### src/rtl/tune_pkg.sv
package tune_pkg;

  // Number of independently tuned cache parameters (capacity, line, ways)
  localparam int unsigned N_AXES = 3;

  typedef enum logic [1:0] {
    ST_IDLE  = 2'd0,
    ST_ISSUE = 2'd1,
    ST_WAIT  = 2'd2,
    ST_DONE  = 2'd3
  } tune_st_e;

  // Search order is behaviour: capacity, then line, then ways
  typedef enum logic [1:0] {
    AX_SIZE  = 2'd0,
    AX_LINE  = 2'd1,
    AX_ASSOC = 2'd2
  } tune_axis_e;

endpackage

### src/rtl/tune_rst_sync.sv
module tune_rst_sync (
  input  logic clk,
  input  logic rst_n_in,
  output logic rst_n_out
);

  logic [1:0] sync_q;

  always_ff @(posedge clk or negedge rst_n_in) begin
    if (!rst_n_in) sync_q <= 2'b00;
    else           sync_q <= {sync_q[0], 1'b1};
  end

  assign rst_n_out = sync_q[1];

endmodule

### src/rtl/tune_next.sv
// Raises one parameter code of a configuration by one step.
module tune_next #(
  parameter int unsigned CODE_W = 2,
  parameter int unsigned MAXC   = 2
) (
  input  logic [tune_pkg::N_AXES-1:0][CODE_W-1:0] base_cfg,
  input  tune_pkg::tune_axis_e                      axis,
  output logic [tune_pkg::N_AXES-1:0][CODE_W-1:0] bumped_cfg,
  output logic                                      at_max
);

  for (genvar g = 0; g < int'(tune_pkg::N_AXES); g++) begin : g_axis
    assign bumped_cfg[g] = (int'(axis) == g) ? base_cfg[g] + 1'b1 : base_cfg[g];
  end

  assign at_max = (base_cfg[axis] == CODE_W'(MAXC));

endmodule

### src/rtl/tune_best.sv
// Holds the cheapest configuration and its energy.
module tune_best #(
  parameter int unsigned EW     = 16,
  parameter int unsigned CODE_W = 2
) (
  input  logic                                      clk,
  input  logic                                      rst_n,
  input  logic                                      load,
  input  logic [EW-1:0]                             e_in,
  input  logic [tune_pkg::N_AXES-1:0][CODE_W-1:0] cfg_in,
  output logic [EW-1:0]                             best_e,
  output logic [tune_pkg::N_AXES-1:0][CODE_W-1:0] best_cfg
);

  always_ff @(posedge clk or negedge rst_n) begin
    if (!rst_n) begin
      best_e   <= '0;
      best_cfg <= '0;
    end else if (load) begin
      best_e   <= e_in;
      best_cfg <= cfg_in;
    end
  end

endmodule

### src/rtl/tune_count.sv
// Saturating trial counter with synchronous clear.
module tune_count #(
  parameter int unsigned W = 4
) (
  input  logic         clk,
  input  logic         rst_n,
  input  logic         clr,
  input  logic         inc,
  output logic [W-1:0] cnt
);

  always_ff @(posedge clk or negedge rst_n) begin
    if (!rst_n)                    cnt <= '0;
    else if (clr)                  cnt <= '0;
    else if (inc && (cnt != '1))   cnt <= cnt + 1'b1;
  end

endmodule

### src/rtl/cache_tune_fsm.sv
module cache_tune_fsm #(
  parameter int unsigned EW     = 16,
  parameter int unsigned CNT_W  = 4,
  parameter int unsigned LEVELS = 3
) (
  input  logic                       clk,
  input  logic                       rst_n,
  input  logic                       start,
  input  logic                       energy_valid,
  input  logic [EW-1:0]              energy_in,
  output logic                       trial_start,
  output logic [$clog2(LEVELS)-1:0]  cfg_size,
  output logic [$clog2(LEVELS)-1:0]  cfg_line,
  output logic [$clog2(LEVELS)-1:0]  cfg_assoc,
  output logic                       done,
  output logic [EW-1:0]              best_energy,
  output logic [CNT_W-1:0]           trial_count
);

  import tune_pkg::*;

  localparam int unsigned CODE_W = $clog2(LEVELS);
  localparam int unsigned MAXC   = LEVELS - 1;

  typedef logic [N_AXES-1:0][CODE_W-1:0] cfg_t;

  logic       rst_n_s;
  tune_st_e   st_q, st_n;
  tune_axis_e axis_q, axis_n, axis_nx;
  cfg_t       cur_q, cur_n;
  logic       first_q, first_n;

  cfg_t       best_cfg, merged_best, cur_bump, adv_bump;
  logic [EW-1:0] best_e;
  logic       better, cur_at_max, adv_at_max_unused;
  logic       best_ld, cnt_clr, cnt_inc;

  tune_rst_sync i_rst_sync (
    .clk       (clk),
    .rst_n_in  (rst_n),
    .rst_n_out (rst_n_s)
  );

  // Compare result of the waiting trial against the running best
  assign better      = first_q || (energy_in < best_e);
  assign merged_best = better ? cur_q : best_cfg;

  always_comb begin
    case (axis_q)
      AX_SIZE: axis_nx = AX_LINE;
      AX_LINE: axis_nx = AX_ASSOC;
      default: axis_nx = AX_ASSOC;
    endcase
  end

  // Next step along the parameter being swept
  tune_next #(.CODE_W(CODE_W), .MAXC(MAXC)) i_next_cur (
    .base_cfg   (merged_best),
    .axis       (axis_q),
    .bumped_cfg (cur_bump),
    .at_max     (cur_at_max)
  );

  // First step along the following parameter
  tune_next #(.CODE_W(CODE_W), .MAXC(MAXC)) i_next_adv (
    .base_cfg   (merged_best),
    .axis       (axis_nx),
    .bumped_cfg (adv_bump),
    .at_max     (adv_at_max_unused)
  );

  tune_best #(.EW(EW), .CODE_W(CODE_W)) i_best (
    .clk      (clk),
    .rst_n    (rst_n_s),
    .load     (best_ld),
    .e_in     (energy_in),
    .cfg_in   (cur_q),
    .best_e   (best_e),
    .best_cfg (best_cfg)
  );

  tune_count #(.W(CNT_W)) i_count (
    .clk   (clk),
    .rst_n (rst_n_s),
    .clr   (cnt_clr),
    .inc   (cnt_inc),
    .cnt   (trial_count)
  );

  // Next-state logic
  always_comb begin
    st_n    = st_q;
    cur_n   = cur_q;
    axis_n  = axis_q;
    first_n = first_q;
    best_ld = 1'b0;
    cnt_clr = 1'b0;
    cnt_inc = 1'b0;
    case (st_q)
      ST_IDLE, ST_DONE: begin
        if (start) begin
          st_n    = ST_ISSUE;
          cur_n   = '0;
          axis_n  = AX_SIZE;
          first_n = 1'b1;
          cnt_clr = 1'b1;
        end
      end
      ST_ISSUE: begin
        cnt_inc = 1'b1;
        st_n    = ST_WAIT;
      end
      ST_WAIT: begin
        if (energy_valid) begin
          first_n = 1'b0;
          best_ld = better;
          if (better && !cur_at_max) begin
            cur_n = cur_bump;
            st_n  = ST_ISSUE;
          end else if (axis_q == AX_ASSOC) begin
            cur_n = merged_best;
            st_n  = ST_DONE;
          end else begin
            cur_n  = adv_bump;
            axis_n = axis_nx;
            st_n   = ST_ISSUE;
          end
        end
      end
      default: st_n = ST_IDLE;
    endcase
  end

  // State registers
  always_ff @(posedge clk or negedge rst_n_s) begin
    if (!rst_n_s) begin
      st_q    <= ST_IDLE;
      cur_q   <= '0;
      axis_q  <= AX_SIZE;
      first_q <= 1'b0;
    end else begin
      st_q    <= st_n;
      cur_q   <= cur_n;
      axis_q  <= axis_n;
      first_q <= first_n;
    end
  end

  assign trial_start = (st_q == ST_ISSUE);
  assign done        = (st_q == ST_DONE);
  assign cfg_size    = cur_q[AX_SIZE];
  assign cfg_line    = cur_q[AX_LINE];
  assign cfg_assoc   = cur_q[AX_ASSOC];
  assign best_energy = best_e;

endmodule

### config.mk
export PLATFORM = sky130hd
export DESIGN_NAME = cache_tune_fsm
export DESIGN_NICKNAME = d
export VERILOG_FILES = /design/src/rtl/tune_pkg.sv /design/src/rtl/tune_rst_sync.sv /design/src/rtl/tune_next.sv /design/src/rtl/tune_best.sv /design/src/rtl/tune_count.sv /design/src/rtl/cache_tune_fsm.sv
export SDC_FILE = /design/constraint.sdc
export NUM_CORES = 1
export LEC_CHECK = 0
export ABC_AREA = 0
export BUFFER_PORTS_ARGS = -buffer_cell sky130_fd_sc_hd__buf_2
export CAP_MARGIN = 20
export CORE_MARGIN = 2
export CORE_UTILIZATION = 46
export CTS_CLUSTER_DIAMETER = 30
export DETAILED_ROUTE_END_ITERATION = 10
export PLACE_DENSITY_LB_ADDON = 0.3
export SLEW_MARGIN = 30
export SYNTH_ARGS = -nofsm -noshare
export SYNTH_HDL_FRONTEND = slang
export SYNTH_HIERARCHICAL = 1
export SYNTH_SLANG_ARGS = --single-unit
### constraint.sdc
create_clock -name clk -period 1.45 [get_ports clk]
set_input_delay 0.0725 -clock clk [delete_from_list [all_inputs] [get_ports clk]]
set_output_delay 0.0725 -clock clk [all_outputs]
set_load 0.02 [all_outputs]
## Word-level counts from Yosys, hierarchy flattened

Cells that the tools add are included.

| cells by class | value |
|---|---|
| eq/ne operators | 14 |
| reduce and logical (&&, ||, !) cells | 14 |
| magnitude comparators | 2 |
| multiplexer cells | 35 |
| $add $sub $neg | 4 |

Operators with widths:

| cell | number |
|---|---|
| $mux 2 | 16 |
| $mux 6 | 5 |
| $eq 2x2->1 const B | 8 |
| $lt 16x16->1 | 1 |
| $pmux 6 s2 | 1 |
| $logic_not 2->1 | 4 |
| $mux 4 | 2 |
| $ne 2x2->1 const B | 4 |
| $mux 1 | 7 |
| $add 2x1->2 const B | 3 |
| $pmux 2 s3 | 1 |
| $reduce_and 5->1 | 1 |
| $add 4x1->4 const B | 1 |
| $bmux 2 s2 | 1 |
| $ne 4x4->1 const B | 1 |
| $pmux 2 s2 | 1 |
| $reduce_bool 2->1 | 2 |
| $lt 2x3->1 const B | 1 |
| $reduce_and 3->1 | 1 |
| $eq 2x1->1 const B | 1 |
| $logic_and 1x1->1 | 2 |
| $pmux 1 s2 | 1 |
| $reduce_and 2->1 | 1 |
| $reduce_or 2->1 | 1 |
| other kinds (2) | 2 |

| word-level totals | value |
|---|---|
| output and inout port bits | 28 |
| register bits | 39 |

## Logic depth before layout (Yosys ltp)

| depth | value |
|---|---|
| word-level depth | 11 |
| mapped depth | 15 |
| gate-level depth less buffers | 14 |

## By module

The synthesis kept the hierarchy.

By module, submodules not included:

| module | cells each | instances | area an instance (µm²) |
|---|---|---|---|
| cache_tune_fsm | 123 | 1 | 1103.6 |
| tune_best | 46 | 1 | 820.8 |
| tune_next | 16 | 2 | 127.6 |
| tune_count | 20 | 1 | 229.0 |
| tune_rst_sync | 3 | 1 | 53.8 |

## Least setup slack after synthesis

Ideal clock, no wire load.

| timing path | value |
|---|---|
| path type | reg-to-reg |
| start point | register i_best.best_e[2] |
| end point | register cur_q (netlist bit cfg_assoc[0]) |
| setup slack | -2337 ps |
| period minus slack after synthesis | 3787 ps |
| path buffers | 1 |
| cell stages (with the launch flop) | 15 |
| arrival time | 3719 ps |
| path through | dfrtp_1 inv_1 ha_1 a21o_1 a31oi_1 o21ai_1 a2111o_1 and2_1 buf_6 mux2_1 or4bb_1 o311ai_1 a21oi_2 nor3b_1 a221o_1 |

RTL lines:

| what | RTL line | source |
|---|---|---|
| start, declared | tune_best.sv:11 | `output logic [EW-1:0] best_e,` |
| start signal, assigned | tune_best.sv:20 | `best_e <= e_in;` |
| end signal, assigned | cache_tune_fsm.sv:143 | `cur_q <= cur_n;` |
| end, declared | cache_tune_fsm.sv:30 | `cfg_t cur_q, cur_n;` |

==> run metrics <==
vias in the first global route 2,067; unrepaired setup endpoints after global routing true; most used routing layer met2; Critical Path Fanout Max 5; IO buf count 47; initial antenna violation count 0; pwr dens about 2100 mW/mm^2; Cells after Synth 220; most frequent cells in the layout buf_4 (56), buf_2 (47), dfrtp_1 (37); reg-to-reg endpoint cfg_assoc[1]; final number of setup-violating endpoints 31; share of cells above drive strength 1 0.531; Worst Slack Setup Final -1920 ps; clock sink count 39; Synth Warn # 6; largest net degree at the start of global routing 38; io pins 48; pins over their slew limit 0; WL/cell 15.8 um; placed insts 391; Die H 76.7 um; DRT iter0 DRCs slightly above 90; Core Area 0.00511 mm^2; Post-Synthesis Cell Area 0.00243 mm^2; WL final 6410 um; DP Worst Slack -1990 ps; drt drc 0; Clock H-tree levels 2; Finished Layout Cells 407; status complete, but fails checks; DP HPWL 4190 um; Reg-to-Reg Start i_best/best_e[2]; total gr overflow 0; critical path class flop to flop; CP Launch Type flop; Critical Path Sink Type flop; grt met2 use 0.389; met1 GRT Util 0.286; hold path depth 2; failing checks negative setup slack; Avg Inst Size Synth 11.0 um^2; clk_skew roughly 9.5 ps; Die ar. 0.00588 mm^2; cts bufs inserted 5; hold endpoint i_best/best_e[4]; worst-skew pair later-pin latency 300 ps; Max-Cap Viols 0; fin nets roughly 380; Initial Util 0.476; FILL cells roughly 380; Hold Fails Final Rpt 0; r2r worst-path depth 14; commonest non-fill, non-tap cell in the layout buf_4; CTS Buffer Depth 2; Design Area, Final between 0.003 and 0.004 mm^2; Tcrit/Tclk final 2.32; Core Util, Final 0.709; Crit path required time approximately 1600 ps; Max Clk Rate 297 MHz; Post-Place Cell Area 0.00323 mm^2; Detail Route Antenna Nets 0; setup slack, reg-to-reg -1920 ps; Rows 26; Net Count, Synth 260; clock slew at reported path FFs 90 ps; Total Routing Usage GR 0.223; CTS tree built; CTS root buf clkbuf_8; GP Congestion 0.843; via count 2,101; HP Start energy_in[4]; Peak VDD IR 1.14 mV; Tmin final about 3400 ps; CP arrival around 3600 ps; GR Util met3 0.0353; hold crit path type input port to flop; DR pass1 iterations 4; area growth from synthesis to layout 49.0%; Power Total 7.48 mW; leakage 1.83 nW; diodes inserted 0; global-route wire length before repair 10,400 um; vias per std cell around 5.2; die width 76.7 um
-- worst max-delay path by stage --
stage / from / end / slack [ps] / depth (start not counted)
after floorplan: i_best/best_e[2] / cfg_line[0] / -2090 / 15
after global placement: i_best/best_e[2] / cfg_line[0] / -1930 / 15
after detailed placement: i_best/best_e[6] / cfg_size[1] / -1990 / 15
after CTS: i_best/best_e[2] / cfg_assoc[1] / -1940 / 14
after global routing: i_best/best_e[6] / cfg_size[1] / -2020 / 14
final: i_best/best_e[2] / cfg_assoc[1] / -1920 / 14
-- per-stage QoR --
stage                     hold WS (ps)  TNS, ps
after floorplan                   -223   -44690
after global placement            -142   -41860
after detailed placement          -141   -42780
after CTS                         16.2   -43180
after global routing              14.8   -48070
final                             20.6   -44990
-- per-layer routing --
layer	vias to the layer above	share of wire
met5	-	0
met4	0	0.015
met3	9	0.037
met2	44	0.50
met1	1024	0.45
li1	1024	-
-- report_power, final --
part	switching, mW	internal, mW
combinational	2.21	2.43
clock	0.408	0.688
sequential	0.263	1.48
-- cell type report --
class,count,area (um^2),area share
Inverter,22,82.6,0.0228
Tap cell,70,87.6,0.0242
Clock buffer,6,72.6,0.0200
Timing Repair Buffer,112,768,0.212
Sequential cell,39,978,0.270
Multi-Input combinational cell,156,1570,0.434
Clock inverter,2,60.1,0.0166
-- registers in the layout, indices dropped and copies added, names as in the netlist --
register           count
cfg_size               2
axis_q                 2
i_count/cnt            4
st_q                   2
first_q                1
i_best/best_e         16
i_best/best_cfg        6
cfg_assoc              2
i_rst_sync/sync_q      2
cfg_line               2
-- critical path: stages (launching register included) --
cell      delay (ps)
dfrtp_2          410
inv_2             70
ha_4             200
a21o_1           150
a31oi_1          140
o21ai_1           90
a2111o_1         390
and2_4           170
mux2_4           310
or4bb_4          530
o311ai_4         100
nor2_2            70
a21boi_4         160
a22o_1           210
a221o_1          250
-- timing repair --
action,4_1_cts,5_1_grt
cloned,2,0
resized for setup,37,22
buffers inserted,5,4
hold buffers,1,0
pin swaps,4,6
hold endpoints to repair,2,0
setup endpoints to repair,34,37
Note: power is estimated with default switching activity, not from simulation.
